<file path="src/rtl/dsm_pwm_pkg.sv">
package dsm_pwm_pkg;

  localparam int DEF_PWM_W  = 8;
  localparam int DEF_FRAC_W = 7;
  localparam int DEF_CH     = 2;

  // strobes from the sequencing logic to the channel datapath
  typedef struct packed {
    logic periodEnd;
    logic loadNow;
  } ctlStrobes_t;

endpackage

</file>
<file path="src/rtl/dsm_pwm_ctrl.sv">
module dsm_pwm_ctrl
  import dsm_pwm_pkg::*;
#(
  parameter int PWM_W = DEF_PWM_W
) (
  input  logic             clk,
  input  logic             rst,
  input  logic             loadStb,
  output ctlStrobes_t      ctl,
  output logic [PWM_W-1:0] pos
);

  localparam int PHASE_W = PWM_W + 1;

  logic [PHASE_W-1:0] phase;

  always_ff @(posedge clk) begin
    if (rst) phase <= '0;
    else     phase <= phase + 1'b1;
  end

  // rising half counts up, falling half mirrors it down
  always_comb begin
    pos = phase[PHASE_W-1] ? ~phase[PWM_W-1:0] : phase[PWM_W-1:0];
    ctl.periodEnd = &phase;
    ctl.loadNow   = loadStb;
  end


  period_wrap_chk: assert property (@(posedge clk) disable iff (rst)
    ctl.periodEnd |=> (pos == '0 && !ctl.periodEnd));


  turn_hold_chk: assert property (@(posedge clk) disable iff (rst)
    (pos == {PWM_W{1'b1}} && !phase[PHASE_W-1]) |=> (pos == {PWM_W{1'b1}}));

endmodule

</file>
<file path="src/rtl/dsm_pwm_chan.sv">
module dsm_pwm_chan
  import dsm_pwm_pkg::*;
#(
  parameter int PWM_W  = DEF_PWM_W,
  parameter int FRAC_W = DEF_FRAC_W
) (
  input  logic                      clk,
  input  logic                      rst,
  input  ctlStrobes_t               ctl,
  input  logic [PWM_W-1:0]          pos,
  input  logic [PWM_W+FRAC_W-1:0]   levelIn,
  output logic                      pwmOut
);

  localparam int LVL_W = PWM_W + FRAC_W;
  localparam int CMP_W = PWM_W + 1;

  logic [LVL_W-1:0]  levelReg;
  logic [FRAC_W-1:0] acc;
  logic [CMP_W-1:0]  activeCmp;
  logic [CMP_W-1:0]  nextCmp;

  logic [PWM_W-1:0]  baseVal;
  logic [FRAC_W-1:0] fracVal;
  logic [FRAC_W:0]   accSum;
  logic [CMP_W-1:0]  nextCalc;
  logic [CMP_W-1:0]  loadCmp;

  always_comb begin
    baseVal  = levelReg[LVL_W-1:FRAC_W];
    fracVal  = levelReg[FRAC_W-1:0];
    accSum   = {1'b0, acc} + {1'b0, fracVal};
    nextCalc = {1'b0, baseVal} + CMP_W'(accSum[FRAC_W]);
    loadCmp  = {1'b0, levelIn[LVL_W-1:FRAC_W]};
  end

  always_ff @(posedge clk) begin
    if (rst) begin
      levelReg  <= '0;
      acc       <= '0;
      activeCmp <= '0;
      nextCmp   <= '0;
      pwmOut    <= 1'b0;
    end else begin
      pwmOut <= ({1'b0, pos} < activeCmp);
      if (ctl.loadNow) begin
        levelReg  <= levelIn;
        activeCmp <= loadCmp;
        nextCmp   <= loadCmp;
      end else if (ctl.periodEnd) begin
        activeCmp <= nextCmp;
        acc       <= accSum[FRAC_W-1:0];
        nextCmp   <= nextCalc;
      end
    end
  end


  cmp_hold_chk: assert property (@(posedge clk) disable iff (rst)
    (!ctl.loadNow && !ctl.periodEnd) |=> $stable(activeCmp));


  cmp_range_chk: assert property (@(posedge clk) disable iff (rst)
    (activeCmp == {1'b0, baseVal}) || (activeCmp == {1'b0, baseVal} + 1'b1));


  acc_keep_chk: assert property (@(posedge clk) disable iff (rst)
    ctl.loadNow |=> $stable(acc));


  zero_low_chk: assert property (@(posedge clk) disable iff (rst)
    (activeCmp == '0) |=> !pwmOut);


  full_high_chk: assert property (@(posedge clk) disable iff (rst)
    (activeCmp[CMP_W-1]) |=> pwmOut);

endmodule

</file>
<file path="src/rtl/dsm_pwm_datapath.sv">
module dsm_pwm_datapath
  import dsm_pwm_pkg::*;
#(
  parameter int PWM_W    = DEF_PWM_W,
  parameter int FRAC_W   = DEF_FRAC_W,
  parameter int CH_COUNT = DEF_CH
) (
  input  logic                               clk,
  input  logic                               rst,
  input  ctlStrobes_t                        ctl,
  input  logic [PWM_W-1:0]                   pos,
  input  logic [CH_COUNT*(PWM_W+FRAC_W)-1:0] levelIn,
  output logic [CH_COUNT-1:0]                pwmOut
);

  localparam int LVL_W = PWM_W + FRAC_W;

  for (genvar ch = 0; ch < CH_COUNT; ch++) begin : g_chan
    dsm_pwm_chan #(
      .PWM_W  (PWM_W),
      .FRAC_W (FRAC_W)
    ) u_chan (
      .clk     (clk),
      .rst     (rst),
      .ctl     (ctl),
      .pos     (pos),
      .levelIn (levelIn[ch*LVL_W +: LVL_W]),
      .pwmOut  (pwmOut[ch])
    );
  end

endmodule

</file>
<file path="src/rtl/dsm_pwm_top.sv">
module dsm_pwm_top
  import dsm_pwm_pkg::*;
#(
  parameter int PWM_W    = DEF_PWM_W,
  parameter int FRAC_W   = DEF_FRAC_W,
  parameter int CH_COUNT = DEF_CH
) (
  input  logic                               clk,
  input  logic                               rst,
  input  logic                               loadStb,
  input  logic [CH_COUNT*(PWM_W+FRAC_W)-1:0] levelIn,
  output logic [CH_COUNT-1:0]                pwmOut
);

  ctlStrobes_t      ctl;
  logic [PWM_W-1:0] pos;

  dsm_pwm_ctrl #(
    .PWM_W (PWM_W)
  ) u_ctrl (
    .clk     (clk),
    .rst     (rst),
    .loadStb (loadStb),
    .ctl     (ctl),
    .pos     (pos)
  );

  dsm_pwm_datapath #(
    .PWM_W    (PWM_W),
    .FRAC_W   (FRAC_W),
    .CH_COUNT (CH_COUNT)
  ) u_dp (
    .clk     (clk),
    .rst     (rst),
    .ctl     (ctl),
    .pos     (pos),
    .levelIn (levelIn),
    .pwmOut  (pwmOut)
  );

endmodule

</file>
<file path="config.mk">
export PLATFORM = sky130hd
export DESIGN_NAME = dsm_pwm_top
export DESIGN_NICKNAME = d
export VERILOG_FILES = /design/src/rtl/dsm_pwm_pkg.sv /design/src/rtl/dsm_pwm_ctrl.sv /design/src/rtl/dsm_pwm_chan.sv /design/src/rtl/dsm_pwm_datapath.sv /design/src/rtl/dsm_pwm_top.sv
export SDC_FILE = /design/constraint.sdc
export NUM_CORES = 1
export LEC_CHECK = 0
export BUFFER_PORTS_ARGS = -buffer_cell sky130_fd_sc_hd__clkbuf_2
export CAP_MARGIN = 0
export CORE_AREA = 3 3 107 109
export DETAILED_ROUTE_END_ITERATION = 7
export DIE_AREA = 0 0 110 112
export GPL_ROUTABILITY_DRIVEN = 0
export SLEW_MARGIN = 20
export SYNTH_ARGS = -nofsm -noshare
export SYNTH_HDL_FRONTEND = slang
export SYNTH_SLANG_ARGS = --single-unit
</file>
<file path="constraint.sdc">
create_clock -name clk -period 2.7 [get_ports clk]
set_input_delay 0.54 -clock clk [delete_from_list [all_inputs] [get_ports clk]]
set_output_delay 0.54 -clock clk [all_outputs]
set_load 0.05 [all_outputs]
</file>
==> flow_summary.toml, run 1 <==
[timing]
rsz0062_at_grt = "no"
hold_viol = 0
finalCritPeriodShare_pct = 94.9
fmax_mhz = 390
final_max_slew_viol_count = 0
skew_ps = 15.2
tightest_slew_ps = 608
maxSlewHeadroom_pct = 59.5
min_period_ps = 2560
setup_violations = 0

[cts]
clock_sinks = 91
cts_buffer_depth = 2
cts_buffers = 9
clk_latency_ps = 370
path_clk_slew_ps = 90
cts-htree-levels = 3
cts-root-buf = "clkbuf_8"
cts_tree = "yes"

[min_path]
hold_end = "u_dp.g_chan[1].u_chan.levelReg[2]"
min_path_type = "in -> reg"
whs_path_depth = 3
hp-start = "levelIn[17]"

[synth]
synth_top_area_cell = "dfxtp_1"
post-synth-top-count-cell = "dfxtp_1"
synth_fa_ha_area_share_pct = 10.1
synth_cells = 543
synth_area_um2 = 4750
synth_top_family_by_area = "compound AO/OA/AOI/OAI gates"
syn_nets = 613
synth_simple_gate_area_share_pct = 16.8
synth_edf_count = 0
synth.distinct_cells = 46
ys_async_sr_fraction_pct = 0
yosys-top-cells-area = "dfxtp_1 38%, ha_1 9.2%, mux2i_1 6.5%"
synth_area_per_cell_um2 = 8.74
synth.top_cell.area_share_pct = 38.4
yosys_warnings = 0
netlist_top_cells_count = "91 x dfxtp_1, 66 x nor2_1, 42 x a21oi_1"
ys_seq_area_share_pct = 38.4
synth_xor_area_share_pct = 3.50
ys.flop_type = "dfxtp_1"
synth_mux_area_share_pct = 8.67
ys_ff_latch = 91
synth_compound_area_share_pct = 17.6

[worst_setup_path]
rr_startpoint = "u_dp.g_chan[1].u_chan.levelReg[1]"
end_kind = "register"
worstPathArrival_ps = 2870
crit_start = "u_dp.g_chan[1].u_chan.levelReg[1]"
regToRegEndpoint = "u_dp.g_chan[1].u_chan.nextCmp[6]"
cp.required_ps = 3010
ff2ff_path_depth = 11
ff2ff_setup_slack_ps = 140
startpoint_type = "register"
critical_path_class = "reg -> reg"
path_max_fanout = 2

[grt]
met1_usage_pct = 21.6
grtUsageTotal_pct = 17.5
gr-usage-met2_pct = 29.2
grt_pass1_vias = 3771
grt_max_degree = 51
globalRoute.busiestLayer = "met2"
grt_first_pass_wirelength_um = 17200
antenna_found_initial = 0
grt_overflow = 0
gr-usage-met3_pct = 3.36

[placed_design]
dp.final_hpwl_um = 7240
dpl_cell_area_um2 = 5170
portBuffers = 34
dp.cells = 713

[floorplan]
initial_utilization_pct = 44.4
num_rows = 38
fp.dieW_um = 110
io_pins = 35
dieArea_um2 = 12300
core_um2 = 10700
die_h_um = 112

[power]
powerDensity_nw_per_um2 = 494
power.leakage_nw = 2.27
ir_drop_uv = 267

[final_layout]
num_antenna_cells = 0
fin_nets = 656
area_growth_syn_to_layout_pct = 15.6
drive_gt1_share_pct = 18.6
fin_area_um2 = 5490
final-instance-count-excl-fill = 731
fin_util_pct = 51.3

[routing]
antenna_left = 0
first_pass_iters = 4
viasPerCell = 5.26
drt_iter0_markers = 156
drcViolationCount = 0
wl_um = 9910
num_vias = 3844
wl_per_cell_um = 13.6

[outcome]
status = "complete, no violations"

[run]
cap_violations = 0
flip-flops by register name, indices dropped and copies added, names as in the netlist:
register                      flops
u_dp.g_chan.u_chan.acc           14
u_dp.g_chan.u_chan.nextCmp       18
u_dp.g_chan.u_chan.pwmOut         2
u_ctrl.phase                      9
u_dp.g_chan.u_chan.activeCmp     18
u_dp.g_chan.u_chan.levelReg      30
per-stage QoR:
stage               setup slack [ps]  hold WS, ps  setup TNS [ps]  total power [mW]
floorplan                       32.3          436               0              1.69
CTS                             11.1          378               0              2.75
global placement               -67.7          442            -104              1.78
global route                    7.84          399               0              2.84
detailed placement              -139          453            -316              1.79
finish                           139          403               0              2.71
cell type report:
class	count	area (um2)
Clock inverter	3	46.3
Clock buffer	13	159
Sequential cell	91	1830
Timing Repair Buffer	61	388
Multi-Input combinational cell	393	2780
Tap cell	140	175
Fill cell	1050	5210
Inverter	30	113
worst max-delay path, stage by stage (launching register included):
cell and delay [ps]:
dfxtp_2 330, ha_1 290, a211oi_1 90, o21a_1 210, or2_4 250, o21ai_2 180
ha_4 180, ha_4 120, nand2_1 60, or3_1 350, a311o_1 320, a21oi_2 120
report_power, final:
| part | leakage [nW] | switching (mW) | internal, mW |
|---|---|---|---|
| Clock | 0.0998 | 0.475 | 0.481 |
| Sequential | 0.749 | 0.0461 | 1.41 |
| Combinational | 1.42 | 0.164 | 0.141 |
| Total | 2.27 | 0.685 | 2.03 |
layout by cell type (no fill, tap or decap), drive strengths merged, types with 2 or more instances in the layout:
master   count
o31ai        3
and3         3
o211ai       8
clkbuf      46
a21o         4
o21ai       17
nand3       23
nor2b        9
a211oi       9
a2111o       2
o22ai        3
or3          6
mux2i       31
fa           2
clkinv       2
xnor2        9
nand2       31
buf         28
a211o        6
nand4        2
a311o        2
inv         29
nand2b      11
xor2        10
or2          7
dfxtp       91
ha          35
o21bai       2
o2111ai      2
o21a        23
a21oi       42
mux2         9
nor2        66
nor3         9
logic make-up (layout without fill, tap and decap cells):
group,count (synthesis),in the layout
xor+xnor,19,19
buf+inv,59,107
simple gates,170,170
fa+ha+maj,37,37
mux,40,40
compound gates,127,127
flops,91,91
per-layer routing:
metal / wire length [um] / part of all wire [%]
met2: 4820 / 49
met1: 4570 / 46
met3: 275 / 2.8
met4: 243 / 2.5
met5: 0 / 0
worst max path at each step:
stage / to / slack (ps) / depth (start not counted)
finish: u_dp.g_chan[1].u_chan.nextCmp[6] / 140 / 11
global route: u_dp.g_chan[0].u_chan.nextCmp[7] / 8 / 10
CTS: u_dp.g_chan[1].u_chan.nextCmp[6] / 10 / 11
detailed placement: u_dp.g_chan[1].u_chan.nextCmp[6] / -140 / 11
global placement: u_dp.g_chan[0].u_chan.nextCmp[6] / -70 / 11
floorplan: u_dp.g_chan[0].u_chan.nextCmp[6] / 30 / 11
what timing repair did:
action / CTS / global route
endpoints found under the setup margin: 3 / 4
gates resized for setup: 13 / 12
endpoints found under the hold margin: 0 / 0
cloned: 0 / 0
pin swaps: 4 / 6
buffers inserted: 1 / 1
hold buffers: 0 / 0
Note: power is estimated with default switching activity, not from simulation.
==> inputs of run 2 (changes only) <==
--- a/config.mk
+++ b/config.mk
@@ -5,6 +5,7 @@
 export SDC_FILE = /design/constraint.sdc
 export NUM_CORES = 1
 export LEC_CHECK = 0
+export ABC_AREA = 1
 export BUFFER_PORTS_ARGS = -buffer_cell sky130_fd_sc_hd__clkbuf_2
 export CAP_MARGIN = 0
 export CORE_AREA = 3 3 107 109
==> flow_summary.toml, run 2 <==
[synth]
ys.flop_type = "dfxtp_1"
ys_seq_area_share_pct = 38.7
synth_area_per_cell_um2 = 7.67
ys_async_sr_fraction_pct = 0
yosys-top-cells-area = "dfxtp_1 39%, ha_1 9.3%, nand2_1 8.4%"
synth_top_area_cell = "dfxtp_1"
ys_ff_latch = 91
synth_cells = 614
synth.distinct_cells = 33
synth_edf_count = 0
yosys_warnings = 0
synth.top_cell.area_share_pct = 38.7
post-synth-top-count-cell = "nand2_1"
syn_nets = 684
netlist_top_cells_count = "105 x nand2_1, 91 x dfxtp_1, 80 x inv_1"
synth_area_um2 = 4710

[worst_setup_path]
crit_start = "u_dp.g_chan[1].u_chan.levelReg[5]"
rr_startpoint = "u_dp.g_chan[1].u_chan.levelReg[5]"
cpMaxStageDelayCell = "o311ai_0"
worstPathCellList = "ha_1 -> inv_1 -> o311ai_0 -> ha_1 -> ha_1 -> nand2_1 -> nor2_1 -> nand3_1 -> o21ai_0 -> nand2_1 -> nand2_1 -> inv_1"
cp.required_ps = 2960
worst_path_largest_cell_delay_ps = 390
regToRegEndpoint = "u_dp.g_chan[1].u_chan.nextCmp[6]"
ff2ff_setup_slack_ps = 300
end_kind = "register"
startpoint_type = "register"
path_delay_family = "adder cells"
critical_path_class = "reg -> reg"
worstPathArrival_ps = 2660
critPathBufInv = 2
ff2ff_path_depth = 12
path_max_fanout = 5

[timing]
maxSlewHeadroom_pct = 60.2
hold_viol = 0
timing.setup.tns_ps = 0
tightest_slew_ps = 596
rsz0062_at_grt = "no"
finalCritPeriodShare_pct = 89.0
skew_ps = 5.94
setup_violations = 0
final_max_slew_viol_count = 0
fmax_mhz = 416
min_period_ps = 2400

[cts]
clock_sinks = 91
hold_buffers = 0
postCtsSetupBuffers = 0
cts-root-buf = "clkbuf_8"
cts_tree = "yes"
clk_latency_ps = 360
cts_buffer_depth = 2
cts-htree-levels = 3
post_cts_resized = 0
path_clk_slew_ps = 80
cts_buffers = 9

[floorplan]
initial_utilization_pct = 44.0
dieArea_um2 = 12300
die_h_um = 112
num_rows = 38
core_um2 = 10700
fp.dieW_um = 110
io_pins = 35

[final_layout]
num_antenna_cells = 0
multi_input_area_um2 = 2430
area_growth_syn_to_layout_pct = 9.06
layout_common_cells = "105 x nand2_1, 91 x dfxtp_1, 80 x inv_1, 54 x nor2_1, 45 x o21ai_0"
drive_gt1_share_pct = 11.4
nFillCells = 1098
final_common_cell = "nand2_1"
largest_register_ffs = 30
largestRegisters = "u_dp.g_chan.u_chan.levelReg x30, u_dp.g_chan.u_chan.activeCmp x18, u_dp.g_chan.u_chan.nextCmp x18"
fin_area_um2 = 5140
top_register = "u_dp.g_chan.u_chan.levelReg"
fin_nets = 710
register_area_um2 = 1820

[grt]
antenna_found_initial = 0
grt_overflow = 0
grt_first_pass_wirelength_um = 17800
grt_pass1_vias = 3929
grtUsageTotal_pct = 18.2
grt_max_degree = 33

[routing]
viasPerCell = 5.11
drcViolationCount = 0
antenna_left = 0
wl_um = 10500
drt_iter0_markers = 152
wl_per_cell_um = 13.4
first_pass_iters = 4
num_vias = 3998

[min_path]
whs_path_depth = 2
min_path_type = "in -> reg"
hp-start = "levelIn[3]"
hold_end = "u_dp.g_chan[0].u_chan.levelReg[3]"

[placed_design]
portBuffers = 34
dpl_cell_area_um2 = 4990
dp.final_hpwl_um = 7420

[power]
powerDensity_nw_per_um2 = 493
power.leakage_nw = 2.46
ir_drop_uv = 312

[run]
cap_violations = 0

[outcome]
status = "complete, no violations"
==> run 2: worst max-delay path by stage <==
stage | to | slack, ps | depth (start not counted)
floorplan | u_dp.g_chan[1].u_chan.nextCmp[6] | 650 | 12
global route | u_dp.g_chan[1].u_chan.nextCmp[6] | 90 | 12
detailed placement | u_dp.g_chan[1].u_chan.nextCmp[6] | 320 | 12
finish | u_dp.g_chan[1].u_chan.nextCmp[6] | 300 | 12
CTS | u_dp.g_chan[1].u_chan.nextCmp[6] | 300 | 12
global placement | u_dp.g_chan[1].u_chan.nextCmp[6] | 400 | 12
==> run 2: metrics by stage <==
step / cells / hold slack (ps) / power, mW / util [%] / setup WS, ps
final: 782 / 387 / 2.53 / 48.0 / 298
after global routing: 782 / 375 / 2.66 / 48.0 / 85.4
after CTS: 782 / 373 / 2.57 / 48.0 / 304
after detailed placement: 769 / 452 / 1.77 / 46.6 / 316
after global placement: 769 / 448 / 1.76 / 46.6 / 402
after floorplan: 614 / 433 / 1.69 / - / 648
==> run 2: logic make-up (layout without fill, tap and decap cells) <==
group,Yosys count,after routing,synth area share (%)
compound gates,139,139,18.4
buf+inv,111,139,9.80
fa+ha+maj,37,37,10.1
flops,91,91,38.7
simple gates,223,223,20.6
xor+xnor,13,13,2.42
==> run 2: final cells by class <==
cell class              count  area share (%)
multi-input cells         412            47.3
repair buffers             43            4.87
inverters                  83            6.07
flip-flops and latches     91            35.5
well taps                 140            3.41
clock buffers              13            2.90
==> run 2: where the power goes <==
part	internal, mW	switching, mW	total [mW]
Sequential	1.40	0.0354	1.44
Clock	0.347	0.445	0.792
Combinational	0.113	0.186	0.300
==> run 2: routing by layer <==
layer	GRT usage [%]	part of all wire (%)	vias to the layer above	wire [um]
li1	-	-	2083	-
met1	22.3	47	1840	4930
met2	31.3	48	62	5040
met3	4.93	3.6	13	375
met4	4.74	1.6	0	171
met5	0	0	-	0
==> inputs of run 3 (changes only) <==
--- a/config.mk
+++ b/config.mk
@@ -12,6 +12,7 @@
 export DETAILED_ROUTE_END_ITERATION = 7
 export DIE_AREA = 0 0 110 112
 export GPL_ROUTABILITY_DRIVEN = 0
+export GPL_TIMING_DRIVEN = 0
 export SLEW_MARGIN = 20
 export SYNTH_ARGS = -nofsm -noshare
 export SYNTH_HDL_FRONTEND = slang
==> flow_summary.toml, run 3 (synthesis results as in run 2) <==
[routing]
viasPerCell = 5.13
wl_per_cell_um = 14.4
drcViolationCount = 0
wl_um = 11600
drt_iter0_markers = 212
num_vias = 4117
first_pass_iters = 5
antenna_left = 0

[floorplan]
initial_utilization_pct = 44.0
io_pins = 35
fp.dieW_um = 110
num_rows = 38
die_h_um = 112
dieArea_um2 = 12300
core_um2 = 10700

[power]
powerDensity_nw_per_um2 = 506
ir_drop_uv = 237
power.leakage_nw = 2.53
power_mw = 2.66

[final_layout]
layout_common_cells = "105 x nand2_1, 91 x dfxtp_1, 80 x inv_1, 55 x nor2_1, 45 x o21ai_0"
drive_gt1_share_pct = 13.1
nFillCells = 1071
final_common_cell = "nand2_1"
fin_nets = 729
fin_area_um2 = 5250
largest_register_ffs = 30
largestRegisters = "u_dp.g_chan.u_chan.levelReg x30, u_dp.g_chan.u_chan.activeCmp x18, u_dp.g_chan.u_chan.nextCmp x18"
final-instance-count-excl-fill = 802
area_growth_syn_to_layout_pct = 11.6
top_register = "u_dp.g_chan.u_chan.levelReg"
num_antenna_cells = 0

[cts]
clock_sinks = 91
cts-htree-levels = 3
cts_buffers = 9
cts_tree = "yes"
path_clk_slew_ps = 80
hold_buffers = 0
cts_buffer_depth = 2
clk_latency_ps = 350
cts-root-buf = "clkbuf_8"

[min_path]
whs_path_depth = 2
min_path_type = "in -> reg"
hold_end = "u_dp.g_chan[1].u_chan.levelReg[6]"
hp-start = "levelIn[21]"

[worst_setup_path]
path_max_fanout = 6
worstPathArrival_ps = 2750
critical_path_class = "reg -> reg"
rr_startpoint = "u_dp.g_chan[1].u_chan.levelReg[2]"
startpoint_type = "register"
end_kind = "register"
ff2ff_path_depth = 14
regToRegEndpoint = "u_dp.g_chan[1].u_chan.nextCmp[6]"
ff2ff_setup_slack_ps = 210
cp.required_ps = 2960

[grt]
antenna_found_initial = 0
grtUsageTotal_pct = 19.6
grt_pass1_vias = 3899
grt_first_pass_wirelength_um = 19000
grt_max_degree = 14
grt_overflow = 0

[outcome]
status = "complete, no violations"

[timing]
fmax_mhz = 402
fin_hold_ws_ps = 395
finalCritPeriodShare_pct = 92.2
setup_violations = 0
skew_ps = 10.0
maxSlewHeadroom_pct = 56.7
min_period_ps = 2490
hold_viol = 0
tightest_slew_ps = 649
final_max_slew_viol_count = 0

[placed_design]
dpl_cell_area_um2 = 5040
dp.final_hpwl_um = 8600
portBuffers = 32
dp.cells = 786

[run]
cap_violations = 0
-- run 3: changes by cell type in the layout (fill, tap and decap cells not counted), sizes merged --
cell and change:
buf +12, bufinv +1, clkbuf +5, clkinv +2
-- run 3: cell type report --
class                           count  area [um2]  area share [%]
Timing Repair Buffer               34         175            3.33
Inverter                           83         312            5.93
Clock buffer                       11         141            2.69
Buffer                             28         150            2.86
Clock inverter                      3        40.0           0.762
Sequential cell                    91        1820            34.7
Multi-Input combinational cell    412        2440            46.4
Tap cell                          140         175            3.33
-- run 3: repair_timing --
action                                  4_1_cts  5_1_grt
endpoints found under the setup margin        1        1
resized for setup                             1        3
pin swaps                                     0        1
buffers inserted                              0        2
-- run 3: critical path, cell delays in order (launching register included) --
cell      delay [ps]
dfxtp_1          330
ha_2             380
nand3_1           90
nand2_1          120
nand4_1          130
o311ai_2         120
ha_2             300
ha_1             210
nand2_1           70
nor2_1           180
nand3_1          110
o21ai_0          190
nand2_1           80
nand2_1           60
inv_1             30
-- run 3: power breakdown --
part | switching [mW] | internal (mW) | total, mW | leakage (nW)
logic | 0.200 | 0.119 | 0.319 | 1.69
registers | 0.0350 | 1.40 | 1.44 | 0.747
clock network | 0.460 | 0.441 | 0.902 | 0.0950
-- run 3: worst max-delay path by stage --
stage                                      startpoint  cells past startpoint                                to
global placement    u_dp.g_chan[1].u_chan.levelReg[4]                     12  u_dp.g_chan[1].u_chan.nextCmp[6]
floorplan           u_dp.g_chan[1].u_chan.levelReg[5]                     12  u_dp.g_chan[1].u_chan.nextCmp[6]
global route        u_dp.g_chan[1].u_chan.levelReg[2]                     14  u_dp.g_chan[1].u_chan.nextCmp[6]
detailed placement  u_dp.g_chan[1].u_chan.levelReg[4]                     12  u_dp.g_chan[1].u_chan.nextCmp[6]
finish              u_dp.g_chan[1].u_chan.levelReg[2]                     14  u_dp.g_chan[1].u_chan.nextCmp[6]
CTS                 u_dp.g_chan[1].u_chan.levelReg[4]                     12  u_dp.g_chan[1].u_chan.nextCmp[6]
-- run 3: layer usage --
layer | wire length [um] | track usage, % | vias up
li1 | - | - | 2119
met1 | 5420 | 26.6 | 1901
met2 | 5480 | 31.6 | 81
met3 | 445 | 3.65 | 16
met4 | 220 | 5.82 | 0
met5 | 0 | 0 | -
-- run 3: through the flow --
| step | utilization [%] | setup slack (ps) | setup TNS (ps) |
|---|---|---|---|
| finish | 49.1 | 212 | 0 |
| global route | 49.1 | -30.9 | -30.9 |
| CTS | 48.9 | 142 | 0 |
| detailed placement | 47.2 | 33.9 | 0 |
| global placement | 47.2 | 55.2 | 0 |
| floorplan | - | 648 | 0 |
